[config.mk]
export PLATFORM = sky130hd
export DESIGN_NAME = ref_holdover_mon
export DESIGN_NICKNAME = d
export VERILOG_FILES = /design/src/rtl/ref_hold_pkg.sv /design/src/rtl/rhm_edge_sync.sv /design/src/rtl/rhm_freq_meter.sv /design/src/rtl/rhm_impair_fsm.sv /design/src/rtl/rhm_hold_hist.sv /design/src/rtl/ref_holdover_mon.sv
export SDC_FILE = /design/constraint.sdc
export NUM_CORES = 1
export LEC_CHECK = 0
export ABC_AREA = 1
export ABC_CLOCK_PERIOD_IN_PS = 4530
export BUFFER_PORTS_ARGS = -buffer_cell sky130_fd_sc_hd__buf_4
export CAP_MARGIN = 0
export CORE_ASPECT_RATIO = 0.5
export CORE_UTILIZATION = 43
export DETAILED_ROUTE_END_ITERATION = 12
export GPL_TIMING_DRIVEN = 0
export PLACE_DENSITY_LB_ADDON = 0.1
export SLEW_MARGIN = 20
export SYNTH_ARGS = -nofsm -noshare
export SYNTH_HDL_FRONTEND = slang
export SYNTH_SLANG_ARGS = --single-unit
[constraint.sdc]
create_clock -name clk_i -period 4.53 [get_ports clk_i]
set_input_delay 0.2265 -clock clk_i [delete_from_list [all_inputs] [get_ports clk_i]]
set_output_delay 0.2265 -clock clk_i [all_outputs]
set_load 0.02 [all_outputs]
[src/rtl/ref_hold_pkg.sv]
package ref_hold_pkg;
  typedef enum logic {
    ST_LOCK = 1'b0,
    ST_HOLD = 1'b1
  } mon_state_e;

  typedef struct packed {
    logic done;
    logic good;
  } win_res_t;
endpackage

[src/rtl/rhm_edge_sync.sv]
module rhm_edge_sync #(
  parameter int SYNC_STAGES = 2
) (
  input  logic clk_i,
  input  logic rst_ni,
  input  logic ref_i,
  output logic edge_o
);
  logic [SYNC_STAGES:0] sh_q;

  genvar g;
  generate
    for (g = 0; g <= SYNC_STAGES; g++) begin : g_stage
      if (g == 0) begin : g_first
        always_ff @(posedge clk_i or negedge rst_ni) begin
          if (!rst_ni) sh_q[0] <= 1'b0;
          else         sh_q[0] <= ref_i;
        end
      end else begin : g_next
        always_ff @(posedge clk_i or negedge rst_ni) begin
          if (!rst_ni) sh_q[g] <= 1'b0;
          else         sh_q[g] <= sh_q[g-1];
        end
      end
    end
  endgenerate

  assign edge_o = sh_q[SYNC_STAGES-1] & ~sh_q[SYNC_STAGES];
endmodule

[src/rtl/rhm_freq_meter.sv]
module rhm_freq_meter
  import ref_hold_pkg::*;
#(
  parameter int GATE_CYC = 1024,
  parameter int LOS_W    = 16,
  localparam int GATE_W  = $clog2(GATE_CYC),
  localparam int CNT_W   = $clog2(GATE_CYC + 1)
) (
  input  logic             clk_i,
  input  logic             rst_ni,
  input  logic             edge_i,
  input  logic [CNT_W-1:0] lo_lim_i,
  input  logic [CNT_W-1:0] hi_lim_i,
  input  logic [CNT_W-1:0] step_lim_i,
  input  logic [LOS_W-1:0] los_lim_i,
  output win_res_t         win_o,
  output logic             los_o
);
  logic [GATE_W-1:0] gate_q;
  logic [CNT_W-1:0]  edge_cnt_q, prev_q, cnt_now, diff;
  logic              prev_ok_q, gate_end, in_band, step_ok;
  logic [LOS_W-1:0]  los_cnt_q;
  win_res_t          win_q;

  assign gate_end = (gate_q == GATE_W'(GATE_CYC - 1));
  assign cnt_now  = edge_cnt_q + CNT_W'(edge_i);
  assign diff     = (cnt_now >= prev_q) ? (cnt_now - prev_q) : (prev_q - cnt_now);
  assign in_band  = (cnt_now >= lo_lim_i) && (cnt_now <= hi_lim_i);
  assign step_ok  = !prev_ok_q || (diff <= step_lim_i);

  always_ff @(posedge clk_i or negedge rst_ni) begin
    if (!rst_ni) begin
      gate_q     <= '0;
      edge_cnt_q <= '0;
      prev_q     <= '0;
      prev_ok_q  <= 1'b0;
      win_q      <= '0;
    end else begin
      win_q.done <= gate_end;
      if (gate_end) begin
        gate_q     <= '0;
        edge_cnt_q <= '0;
        prev_q     <= cnt_now;
        prev_ok_q  <= 1'b1;
        win_q.good <= in_band && step_ok;
      end else begin
        gate_q     <= gate_q + 1'b1;
        edge_cnt_q <= cnt_now;
      end
    end
  end

  // silence counter, saturating
  always_ff @(posedge clk_i or negedge rst_ni) begin
    if (!rst_ni)         los_cnt_q <= '0;
    else if (edge_i)     los_cnt_q <= '0;
    else if (!(&los_cnt_q)) los_cnt_q <= los_cnt_q + 1'b1;
  end

  assign los_o = (los_cnt_q >= los_lim_i);
  assign win_o = win_q;


  win_pulse_chk: assert property (@(posedge clk_i) disable iff (!rst_ni)
    win_q.done |=> !win_q.done);


  los_quiet_chk: assert property (@(posedge clk_i) disable iff (!rst_ni)
    (edge_i && !(&los_cnt_q)) |=> (los_cnt_q == '0));
endmodule

[src/rtl/rhm_impair_fsm.sv]
module rhm_impair_fsm
  import ref_hold_pkg::*;
#(
  parameter int RUN_W = 4
) (
  input  logic             clk_i,
  input  logic             rst_ni,
  input  win_res_t         win_i,
  input  logic             los_i,
  input  logic [RUN_W-1:0] good_need_i,
  output logic             impaired_o
);
  mon_state_e       state_q;
  logic [RUN_W-1:0] run_q, need_eff;
  logic [RUN_W:0]   run_nxt;

  assign need_eff = (good_need_i == '0) ? RUN_W'(1) : good_need_i;
  assign run_nxt  = {1'b0, run_q} + 1'b1;

  always_ff @(posedge clk_i or negedge rst_ni) begin
    if (!rst_ni) begin
      state_q <= ST_LOCK;
      run_q   <= '0;
    end else if (los_i || (win_i.done && !win_i.good)) begin
      state_q <= ST_HOLD;
      run_q   <= '0;
    end else if (win_i.done && state_q == ST_HOLD) begin
      if (run_nxt >= {1'b0, need_eff}) begin
        state_q <= ST_LOCK;
        run_q   <= '0;
      end else begin
        run_q   <= run_nxt[RUN_W-1:0];
      end
    end
  end

  assign impaired_o = (state_q == ST_HOLD);


  los_trip_chk: assert property (@(posedge clk_i) disable iff (!rst_ni)
    los_i |=> impaired_o);


  bad_win_chk: assert property (@(posedge clk_i) disable iff (!rst_ni)
    (win_i.done && !win_i.good) |=> impaired_o);


  release_at_good_chk: assert property (@(posedge clk_i) disable iff (!rst_ni)
    $fell(impaired_o) |-> $past(win_i.done && win_i.good && !los_i));
endmodule

[src/rtl/rhm_hold_hist.sv]
module rhm_hold_hist #(
  parameter int FCW_W    = 32,
  parameter int SNAP_CYC = 3_000_000,
  localparam int SNAP_W  = $clog2(SNAP_CYC)
) (
  input  logic             clk_i,
  input  logic             rst_ni,
  input  logic [FCW_W-1:0] fcw_i,
  input  logic             impaired_i,
  output logic [FCW_W-1:0] hold_fcw_o,
  output logic             hold_ok_o,
  output logic             hist_full_o
);
  logic [FCW_W-1:0]  ent_q [2];
  logic              wr_ptr_q, imp_d_q, hold_ok_q;
  logic [1:0]        n_snap_q;
  logic [SNAP_W-1:0] timer_q;
  logic [FCW_W-1:0]  hold_q;
  logic              snap_tick;

  assign snap_tick = (timer_q == SNAP_W'(SNAP_CYC - 1));

  always_ff @(posedge clk_i or negedge rst_ni) begin
    if (!rst_ni) begin
      ent_q[0]  <= '0;
      ent_q[1]  <= '0;
      wr_ptr_q  <= 1'b0;
      n_snap_q  <= '0;
      timer_q   <= '0;
      imp_d_q   <= 1'b0;
      hold_q    <= '0;
      hold_ok_q <= 1'b0;
    end else begin
      imp_d_q <= impaired_i;
      if (impaired_i) begin
        timer_q <= '0;
        if (!imp_d_q) begin
          // entry at wr_ptr is the older one (next to be overwritten)
          hold_q    <= ent_q[wr_ptr_q];
          hold_ok_q <= (n_snap_q == 2'd2);
        end
      end else if (imp_d_q) begin
        n_snap_q  <= '0;
        hold_ok_q <= 1'b0;
        timer_q   <= '0;
      end else if (snap_tick) begin
        timer_q         <= '0;
        ent_q[wr_ptr_q] <= fcw_i;
        wr_ptr_q        <= ~wr_ptr_q;
        if (n_snap_q != 2'd2) n_snap_q <= n_snap_q + 1'b1;
      end else begin
        timer_q <= timer_q + 1'b1;
      end
    end
  end

  assign hold_fcw_o  = hold_q;
  assign hold_ok_o   = hold_ok_q;
  assign hist_full_o = (n_snap_q == 2'd2);


  hold_frozen_chk: assert property (@(posedge clk_i) disable iff (!rst_ni)
    (impaired_i && imp_d_q) |=> $stable(hold_q));


  snap_range_chk: assert property (@(posedge clk_i) disable iff (!rst_ni)
    n_snap_q != 2'd3);


  no_snap_in_fault_chk: assert property (@(posedge clk_i) disable iff (!rst_ni)
    (impaired_i && imp_d_q) |=> $stable(n_snap_q));
endmodule

[src/rtl/ref_holdover_mon.sv]
module ref_holdover_mon
  import ref_hold_pkg::*;
#(
  parameter int FCW_W       = 32,
  parameter int GATE_CYC    = 1024,
  parameter int SNAP_CYC    = 3_000_000,
  parameter int LOS_W       = 16,
  parameter int RUN_W       = 4,
  parameter int SYNC_STAGES = 2,
  localparam int CNT_W      = $clog2(GATE_CYC + 1)
) (
  input  logic             clk_i,
  input  logic             rst_ni,
  input  logic             ref_i,
  input  logic [FCW_W-1:0] fcw_i,
  input  logic [CNT_W-1:0] lo_lim_i,
  input  logic [CNT_W-1:0] hi_lim_i,
  input  logic [CNT_W-1:0] step_lim_i,
  input  logic [LOS_W-1:0] los_lim_i,
  input  logic [RUN_W-1:0] good_need_i,
  output logic             impaired_o,
  output logic             holdover_o,
  output logic [FCW_W-1:0] hold_fcw_o,
  output logic             hist_full_o
);
  logic     ref_edge, los, hold_ok;
  win_res_t win;

  rhm_edge_sync #(.SYNC_STAGES(SYNC_STAGES)) i_sync (
    .clk_i  (clk_i),
    .rst_ni (rst_ni),
    .ref_i  (ref_i),
    .edge_o (ref_edge)
  );

  rhm_freq_meter #(.GATE_CYC(GATE_CYC), .LOS_W(LOS_W)) i_meter (
    .clk_i      (clk_i),
    .rst_ni     (rst_ni),
    .edge_i     (ref_edge),
    .lo_lim_i   (lo_lim_i),
    .hi_lim_i   (hi_lim_i),
    .step_lim_i (step_lim_i),
    .los_lim_i  (los_lim_i),
    .win_o      (win),
    .los_o      (los)
  );

  rhm_impair_fsm #(.RUN_W(RUN_W)) i_fsm (
    .clk_i       (clk_i),
    .rst_ni      (rst_ni),
    .win_i       (win),
    .los_i       (los),
    .good_need_i (good_need_i),
    .impaired_o  (impaired_o)
  );

  rhm_hold_hist #(.FCW_W(FCW_W), .SNAP_CYC(SNAP_CYC)) i_hist (
    .clk_i       (clk_i),
    .rst_ni      (rst_ni),
    .fcw_i       (fcw_i),
    .impaired_i  (impaired_o),
    .hold_fcw_o  (hold_fcw_o),
    .hold_ok_o   (hold_ok),
    .hist_full_o (hist_full_o)
  );

  assign holdover_o = impaired_o & hold_ok;


  hov_needs_imp_chk: assert property (@(posedge clk_i) disable iff (!rst_ni)
    holdover_o |-> impaired_o);


  hist_drop_chk: assert property (@(posedge clk_i) disable iff (!rst_ni)
    $fell(impaired_o) |=> !hist_full_o);


  hov_entry_chk: assert property (@(posedge clk_i) disable iff (!rst_ni)
    $rose(impaired_o) |=> (holdover_o == $past(hist_full_o)));
endmodule

---- Yosys cells after proc, flatten, opt, wreduce, memory -nomap -nowiden ----
Index checks and enable logic that the tools add are counted.
operators by class
  muxes and demuxes ....................... 27
  divide/modulo/power cells ............... 0
  add/sub/neg operators ................... 8
  $mul .................................... 0
  reductions and logical operators ........ 21
  $lt $le $gt $ge ......................... 8
  shifts and indexed selects .............. 0
  bitwise gates (word level) .............. 7
  equality and inequality tests ........... 6
operator list
  kind                                           number
  two-way mux 32 bit                             4
  two-way mux 22 bit                             3
  bitwise mux 64 bit                             1
  demux 32 bit (select 1 bit)                    1
  two-way mux 16 bit                             2
  adder 22 x 1 -> 22 bit, second input constant  1
  == test 22 bit, second input constant          1
  >= comparator 11 bit                           2
  less-or-equal comparator 11 bit                2
  two-way mux 11 bit                             2
  subtractor 11 bit                              2
  adder 16 x 1 -> 16 bit, second input constant  1
  >= comparator 16 bit                           1
  two-way mux 4 bit                              4
  AND reduction 16 bit                           1
  adder 11 x 1 -> 11 bit                         1
  adder 10 x 1 -> 10 bit, second input constant  1
  == test 10 bit, second input constant          1
  two-way mux 10 bit                             1
  nonzero test 2 bit                             5
  two-way mux 1 bit                              6
  two-way mux 2 bit                              3
  AND reduction 2 bit                            3
  AND reduction 3 bit                            2
  other kinds (15)                               26
storage, ports and cells
  input bits .............................. 88
  RAM bits ................................ 0
  flip-flop bits (word level) ............. 182
  latch bits .............................. 0
  output and inout port bits .............. 35
  memories ................................ 0
  logic and storage cells ................. 97
  ROM bits ................................ 0

---- Logic depth before layout (Yosys ltp) ----
Gate-level depths: netlist of run 1.
  depth after elaboration ................. 8
  gate-level depth with buffers ........... 32

---- Modules after synthesis ----
A second synthesis of run 1 with hierarchy kept.
second synthesis, totals
  cell total of the unflattened synthesis .. 1,475
  area, all modules ....................... 11,280.8 um^2
by module, submodules not included
  module            cells an instance  sequential area each (um^2)  times used  area each (um^2)
  rhm_hold_hist     668                3,078.0                      1           5,716.7
  rhm_freq_meter    750                1,276.2                      1           5,089.9
  rhm_impair_fsm    50                 125.1                        1           381.6
  rhm_edge_sync     5                  75.1                         1           85.1
  ref_holdover_mon  2                  0.0                          1           7.5

---- Least setup slack after synthesis of run 1 ----
Ideal clock, no wire load.
  kind .................................... register to register
  start ................................... register i_sync.sh_q[2]
  end ..................................... register i_meter.win_q, in the netlist i_meter.win_o[0]
  library setup time ...................... 0.118 ns
  arrival ................................. 3.703 ns
  slack ................................... 0.708 ns
  clock period less this slack ............ 3.822 ns
  stages on the path, launching flop included .. 29
  buffers on the path ..................... 1
  cells stage by stage .................... dfrtp_1 nor2_1 ha_1 nand2_1 nor2_1 nand4_1 nor2_1 xor2_1 inv_1 ha_1 nand2_1 nand2_1 a21oi_1 nand3_1 nor2_1 buf_2 nand2_1 nand2_1 inv_1 ha_1 nand2_1 inv_1 nand2_1 nor2_1 nand2_1 nand3_1 nand2_1 nand4_1 nand2_1
on the way
  longest elaborated chain between the ends .. 8
  elaborated cells on any way between the ends .. 13
  those cells by class .................... 3 x add/sub; 4 x order compare; 1 x mux; 2 x bitwise; 3 x reduce/logical
RTL lines
  element                                                           RTL line              source
  start: declaration                                                rhm_edge_sync.sv:9    logic [SYNC_STAGES:0] sh_q;
  start signal: indexed assignment                                  rhm_edge_sync.sv:22   else sh_q[g] <= sh_q[g-1];
  NOT 1 bit *                                                       rhm_edge_sync.sv:28   assign edge_o = sh_q[SYNC_STAGES-1] & ~sh_q[SYNC_STAGES];
  AND 1 bit *                                                       rhm_edge_sync.sv:28
  adder 11 x 1 -> 11 bit *                                          rhm_freq_meter.sv:26  assign cnt_now = edge_cnt_q + CNT_W'(edge_i);
  named net i_meter.cnt_now[8]                                      rhm_freq_meter.sv:20  logic [CNT_W-1:0] edge_cnt_q, prev_q, cnt_now, diff;
  subtractor 11 bit / >= comparator 11 bit (equally long branches)  rhm_freq_meter.sv:27  assign diff = (cnt_now >= prev_q) ? (cnt_now - prev_q) : (prev_q - cnt_now);
  two-way mux 11 bit                                                rhm_freq_meter.sv:27
  less-or-equal comparator 11 bit                                   rhm_freq_meter.sv:29  assign step_ok = !prev_ok_q || (diff <= step_lim_i);
  logical OR 1 bit                                                  rhm_freq_meter.sv:29
  logical AND 1 bit *                                               rhm_freq_meter.sv:45  win_q.good <= in_band && step_ok;
  end: declaration                                                  rhm_freq_meter.sv:23  win_res_t win_q;
The timed path passes the listed nets; every way through them passes the cells marked *.
A chain may end at the register's enable or synchronous reset.

---- Worst setup path in the final report of run 1 ----
  start ................................... register i_sync.sh_q[1]
  end ..................................... register i_meter.win_q, in the netlist i_meter.win_o[0]
on the way
  longest elaborated chain between the ends .. 7
  elaborated cells on any way between the ends .. 12
  those cells by class .................... 3 x add/sub; 4 x order compare; 1 x mux; 1 x bitwise; 3 x reduce/logical
RTL lines
  element                                                           RTL line
  AND 1 bit *                                                       rhm_edge_sync.sv:28
  adder 11 x 1 -> 11 bit *                                          rhm_freq_meter.sv:26
  named net i_meter.cnt_now[7]                                      rhm_freq_meter.sv:20
  subtractor 11 bit / >= comparator 11 bit (equally long branches)  rhm_freq_meter.sv:27
  two-way mux 11 bit                                                rhm_freq_meter.sv:27
  less-or-equal comparator 11 bit                                   rhm_freq_meter.sv:29
  logical OR 1 bit                                                  rhm_freq_meter.sv:29
  logical AND 1 bit *                                               rhm_freq_meter.sv:45
Marked as above.

==> results of run 1 <==
-- state kept, by name, indices dropped and copies added, names as in the netlist, 2 cells and up --
name	count
i_hist.timer_q	22
i_sync.sh_q	3
i_hist.ent_q	64
i_meter.win_o	2
i_hist.hold_fcw_o	32
i_meter.edge_cnt_q	11
i_hist.n_snap_q	2
i_meter.los_cnt_q	16
i_meter.prev_q	11
i_fsm.run_q	4
i_meter.gate_q	10
-- cells in the final DEF (no fill, tap or decap), types with 3 or more instances in the layout --
cell,Yosys,layout
a21oi_1,30,29
a31o_2,6,6
a31oi_1,35,35
buf_1,3,3
buf_2,8,7
buf_4,0,129
buf_6,11,12
clkbuf_1,14,12
clkbuf_16,0,17
clkbuf_8,1,4
clkinv_2,0,4
dfrtp_1,182,182
ha_1,83,78
ha_4,0,3
inv_1,233,230
inv_2,2,4
inv_6,0,3
nand2_1,419,416
nand2_2,2,5
nand3_1,57,57
nand3b_1,5,5
nand4_1,33,33
nor2_1,134,129
nor2_4,1,5
nor3_1,15,15
nor3b_1,5,4
o21ai_0,27,27
o21ai_1,12,12
o21ai_2,53,53
o31ai_1,3,3
or2_2,6,6
xnor2_1,7,7
xor2_1,30,28
-- worst max path at each step --
stage | startpoint | to | slack [ps] | cells after the start
after global placement | i_sync.sh_q[1] | i_meter.win_o[0] | -350 | 29
after global routing | i_sync.sh_q[1] | i_meter.win_o[0] | -90 | 32
final | i_sync.sh_q[1] | i_meter.win_o[0] | 290 | 26
after floorplan | i_sync.sh_q[2] | i_meter.win_o[0] | 710 | 28
after CTS | i_sync.sh_q[1] | i_meter.win_o[0] | 0.8 | 30
after detailed placement | i_sync.sh_q[1] | i_meter.win_o[0] | -390 | 30
-- routing by layer --
| metal | vias to the layer above | GRT usage [%] |
|---|---|---|
| met5 | - | 0 |
| li1 | 4821 | - |
| met3 | 17 | 3.919 |
| met1 | 4445 | 27.45 |
| met4 | 0 | 4.474 |
| met2 | 110 | 35.38 |
-- logic make-up (layout without fill, tap and decap cells) --
logic type	Yosys count	count (layout)	synth area share, %
compound gates	170	170	10.26
xor+xnor	37	37	2.933
fa+ha+maj	85	85	9.762
buf+inv	272	436	10.17
flops	182	182	41.22
simple gates	683	683	25.65
-- cell usage after synthesis --
library cell,n
nand2_1,419
inv_1,233
dfrtp_1,182
nor2_1,134
ha_1,83
nand3_1,57
o21ai_2,53
a31oi_1,35
nand4_1,33
a21oi_1,30
xor2_1,30
o21ai_0,27
nor3_1,15
clkbuf_1,14
o21ai_1,12
buf_6,11
buf_2,8
xnor2_1,7
a31o_2,6
or2_2,6
nand3b_1,5
nor3b_1,5
buf_1,3
o31ai_1,3
a21o_1,2
and2_1,2
fa_1,2
inv_2,2
nand2_2,2
nand3_2,2
o21bai_1,2
clkbuf_8,1
nor2_2,1
nor2_4,1
nor3_4,1
-- what timing repair did --
item | in CTS | in global routing
hold endpoints to repair | 92 | 0
gates cloned | 0 | 1
pin swaps | 0 | 10
hold buffers | 2 | 0
buffers inserted | 0 | 7
resized for setup | 4 | 29
endpoints found under the setup margin | 1 | 1
-- per-stage QoR --
| stage | instances | total power, mW | setup WS [ps] |
|---|---|---|---|
| 3_3_place_gp | 1895 | 4.043 | -349.2 |
| 3_5_place_dp | 1897 | 4.104 | -390.8 |
| 5_1_grt | 1937 | 6.097 | -94.53 |
| 4_1_cts | 1931 | 5.600 | 0.8162 |
| 2_1_floorplan | 1429 | 3.469 | 708.5 |
| 6_report | 1937 | 5.628 | 291.5 |
-- layout make-up --
type                       instances  area share (%)
buffer                            35           1.816
clock buffer                      20           3.529
clock inverter                    12          0.8703
inverter                         235           6.688
multi-input combinational        975           41.41
sequential                       182           34.43
tap                              344           3.254
timing repair buffer             134           8.003
-- report_power, final --
part	total, mW	switching (mW)	internal [mW]
Combinational	2.24	1.37	0.876
Clock	1.48	0.670	0.811
Sequential	1.91	0.136	1.77
-- worst reg2reg max path: stages, from the launching register on --
cell	delay, ps
dfrtp_1	360
inv_1	70
nor2_4	230
ha_2	270
nand2_1	100
nor3b_2	260
nand3_1	160
xor2_2	270
inv_1	180
ha_4	340
nand2_1	90
nor2_1	190
nand4_1	110
inv_1	110
nor2_4	60
buf_4	150
o21ai_0	160
inv_1	60
ha_1	310
nand3_1	90
nor2_1	130
nand2_1	70
nand2_1	50
inv_1	40
nand2_2	100
nand4_1	120
nand2_1	80
==> metrics.txt, run 1 <==
Max Buffers Root-to-Sink=2; main area contributors after synthesis=dfrtp_1, nand2_1, ha_1; Final Core Density=52.51%; normalized max-slew margin=51.49%; clock transition at the registers of the reported paths=70 ps; die area=0.02638 sq mm; number of filler cells placed in the layout=2,491; R2R depth=26; first-iteration detailed-routing DRC count=523; Die X=228.7 um; Final Cycle Share=93.57%; global-route wire length before repair=between 40,000 and 50,000 um; Vias per Instance=roughly 4.8; metal2 WL=12,580 um; H-tree depth=4; Vias=9,393; mean area per synthesized cell=slightly below 8 sq um; Core ar.=around 0.025 sq mm; PwrDens=425.5 mW/mm^2; crit path kind=reg -> reg; CTS tree=yes; num ports=123; register area=0.004554 sq mm; max layer used=met4; Worst VDD drop=0.2360 mV; R2R Path Start=i_sync.sh_q[1]; Final Hold Vio Count=0; RR Endpoint=i_meter.win_o[0]; worst slew pin tran=approximately 720 ps; initial core utilization=43.86%; met3 WL=760 um; Synth top area share=41.22%; Period minus WS final=4239 ps; initial antenna violation count=0; Max FO, Critical Path=7; Synth Warn #=0; final wirelength=roughly 26,000 um; GPL Wtd Cong=0.8685; area grow syn2layout=19.72%; largest area contributor in the netlist=dfrtp_1; Max Freq=235.9 MHz; CTS root buf=clkbuf_16; Rows=41; max cap viols=0; design area=0.01323 sq mm; GR Overflow Total=0; skew final=11.25 ps; Largest delay share family, worst path=simple AND/OR/NAND/NOR gates; synthesized flop and latch total=182; Crit-path slowest cell=dfrtp_1; number of distinct library cells after synthesis=35; Synth Instances=approximately 1,400; total negative slack=0 ps; I/O Buffers=122; status=finished clean; Wirelength per Cell=about 14 um; Worst-Skew Late Latency=450 ps; sequential area share after synthesis=41.22%; Worst setup EP type=register; Hold Crit Endpoint=i_hist.ent_q[26]; worst hold slack=40.50 ps; number of global-route vias before repair=8,971; leak pwr=7.302 nW; CP bufs+invs=6; n_diodes=0; total nets after synthesis=between 1,500 and 2,000; Post-DP HPWL=19,620 um; Setup crit start kind=register; hold path depth=3; R2R Setup Slk=roughly 290 ps; DP Area=0.01246 sq mm; Layout Nets=around 1,800; hold_sp=fcw_i[26]; DIE HEIGHT=115.3 um; Synth Cell Area=around 0.011 sq mm; layout cells sized above 1=17.45%; M1 WL=between 10,000 and 15,000 um; HP Class=in -> reg; GRT Total Usage=20.67%; footprint of the multi-input gates=0.005477 sq mm; DRC viols=0; Post-DRT Antenna Nets=0; max-slew violations=0; final setup vio count=0; pin count of the biggest net entering global routing=93; clk sinks=182; data arrival time of the worst path=about 4600 ps; Crit path largest cell delay=between 300 and 400 ps; Critical Path RT=4910 ps; total CTS buffers=17; Pre-antenna DRT Iters=5
Note: power is estimated with default switching activity, not from simulation.
==> inputs of run 2 (changes only) <==
--- a/config.mk
+++ b/config.mk
@@ -6,11 +6,12 @@
 export NUM_CORES = 1
 export LEC_CHECK = 0
 export ABC_AREA = 1
-export ABC_CLOCK_PERIOD_IN_PS = 4530
+export ABC_CLOCK_PERIOD_IN_PS = 5200
 export BUFFER_PORTS_ARGS = -buffer_cell sky130_fd_sc_hd__buf_4
 export CAP_MARGIN = 0
 export CORE_ASPECT_RATIO = 0.5
 export CORE_UTILIZATION = 43
+export CTS_BUF_LIST = sky130_fd_sc_hd__clkbuf_16
 export DETAILED_ROUTE_END_ITERATION = 12
 export GPL_TIMING_DRIVEN = 0
 export PLACE_DENSITY_LB_ADDON = 0.1
@@ -18,3 +19,4 @@
 export SYNTH_ARGS = -nofsm -noshare
 export SYNTH_HDL_FRONTEND = slang
 export SYNTH_SLANG_ARGS = --single-unit
+export TNS_END_PERCENT = 1
==> constraint.sdc (replaced) <==
create_clock -name clk_i -period 5.2 [get_ports clk_i]
set_input_delay 0.26 -clock clk_i [delete_from_list [all_inputs] [get_ports clk_i]]
set_output_delay 0.26 -clock clk_i [all_outputs]
set_load 0.02 [all_outputs]
==> metrics.txt, run 2 (same netlist as run 1, synthesis figures left out) <==
status=finished clean; Max Freq=216.8 MHz; commonest non-fill, non-tap cells in the layout=nand2_1, inv_1, dfrtp_1; Post-DRT Antenna Nets=0; CTS tree=yes; Most flops, register=i_hist.ent_q; Wirelength per Cell=13.43 um; normalized max-slew margin=52.17%; Die X=228.7 um; Worst setup EP type=register; DRC viols=0; GRT Total Usage=between 20 and 25%; Pre-antenna DRT Iters=5; Critical Path RT=5570 ps; M1 GR Usage=27.37%; Post-DP HPWL=19,620 um; Vias per Instance=4.815; number of filler cells placed in the layout=2,526; GR Overflow Total=0; Core ar.=about 0.025 sq mm; unrepaired setup endpoints after global routing=no; Layout Nets=1,747; first-iteration detailed-routing DRC count=about 500; final wirelength=25,930 um; global-route wire length before repair=43,560 um; initial core utilization=a little over two fifths; Final Cycle Share=88.71%; Final Hold Vio Count=0; Max Buffers Root-to-Sink=2; worst slew pin tran=714.8 ps; GPL Wtd Cong=0.8685; I/O Buffers=122; skew final=between 15 and 20 ps; total negative slack=0 ps; layout cells sized above 1=15.63%; Rows=41; clock transition at the registers of the reported paths=70 ps; number of global-route vias before repair=8,970; pin count of the biggest net entering global routing=between 90 and 100; Worst-Skew Late Latency=450 ps; DIE HEIGHT=115.3 um; total CTS buffers=17; area grow syn2layout=18.00%; max reg flops=64; R2R Setup Slk=590 ps; max cap viols=0; n_diodes=0; M3 GR Usage=4.067%; HP Class=in -> reg; die area=approximately 0.026 sq mm; CTS root buf=clkbuf_16; clk sinks=182; global route hottest layer=met2; max-slew violations=0; met2 Usage GRT=35.48%; commonest non-fill, non-tap cell in the layout=nand2_1; initial antenna violation count=0; num ports=123; Setup crit start kind=register; Period minus WS final=roughly 4600 ps; crit path kind=reg -> reg; leak pwr=7.250 nW; Worst VDD drop=0.2091 mV; final setup vio count=0; Max FO, Critical Path=10; data arrival time of the worst path=4990 ps; Power, Total=approximately 4.8 mW; H-tree depth=4; Vias=9,298; PwrDens=366.0 mW/mm^2
## run 2: changes by cell type in the layout (fill, tap and decap cells not counted), sizes merged
cell | previous run | this run
buf | 154 | 146
clkbuf | 33 | 32
clkinv | 5 | 8
## run 2: routing by layer
layer / vias to the layer above / part of all wire [%]
li1: 4813 / -
met1: 4377 / 49
met2: 93 / 48
met3: 15 / 2.6
met4: 0 / 0.67
met5: - / 0
## run 2: timing repair
item | CTS | global route
resized for setup | 0 | 2
hold buffers | 2 | 0
hold endpoints to repair | 92 | 0
buffers inserted | 0 | 0
setup endpoints to repair | 0 | 1
## run 2: cell type report
cell class / count / area, sq um / share of cell area, %
Buffer: 37 / 241.5 / 1.852
Tap cell: 344 / 430.4 / 3.302
Clock buffer: 17 / 425.4 / 3.263
Multi-Input combinational cell: 975 / 5378 / 41.25
Inverter: 235 / 882.1 / 6.766
Sequential cell: 182 / 4554 / 34.94
Timing Repair Buffer: 126 / 998.5 / 7.659
Clock inverter: 15 / 126.4 / 0.9694
## run 2: worst max-delay path: stages (launching register included)
cell and delay, ps:
dfrtp_1 370, inv_1 70, nor2_4 220, ha_1 290
nand2_1 110, nor3b_1 340, nand3_1 140, xor2_1 350
inv_1 200, ha_1 460, nand2_1 130, nor2_1 200
nand4_1 110, inv_1 70, nor2_1 60, buf_2 180
o21ai_0 180, inv_1 60, ha_1 300, a21oi_1 130
nand2_1 80, nand2_1 60, nand3_1 60, nand2_1 150
nand4_1 150, nand2_1 80
## run 2: through the flow
stage,setup WS [ps],hold WS [ps],util (%),cell area [sq um],cells
3_3_place_gp,320.8,333.2,49.21,12390,1895
6_report,587.3,74.14,51.76,13040,1931
2_1_floorplan,1378,-35.59,-,11050,1429
5_1_grt,133.2,66.52,51.76,13040,1931
3_5_place_dp,279.3,318.8,49.46,12460,1897
4_1_cts,232.3,55.19,51.73,13030,1931
## run 2: power by group
part	switching, mW	total (mW)	leakage [nW]	internal (mW)
combinational	1.16	1.87	4.84	0.715
clock	0.581	1.24	0.274	0.662
sequential	0.115	1.66	2.14	1.54
## run 2: final timing paths
| check | from | end | cells past startpoint |
|---|---|---|---|
| setup / recovery | i_sync.sh_q[1] | i_meter.win_o[0] | 25 |
| hold / removal | fcw_i[26] | i_hist.ent_q[26] | 3 |
| setup reg to reg | i_sync.sh_q[1] | i_meter.win_o[0] | 25 |
| hold reg to reg | i_sync.sh_q[0] | i_sync.sh_q[1] | 0 |
| max in group asynchronous | rst_ni | i_hist.ent_q[20] | 4 |
| min in group asynchronous | rst_ni | i_meter.prev_q[9] | 3 |
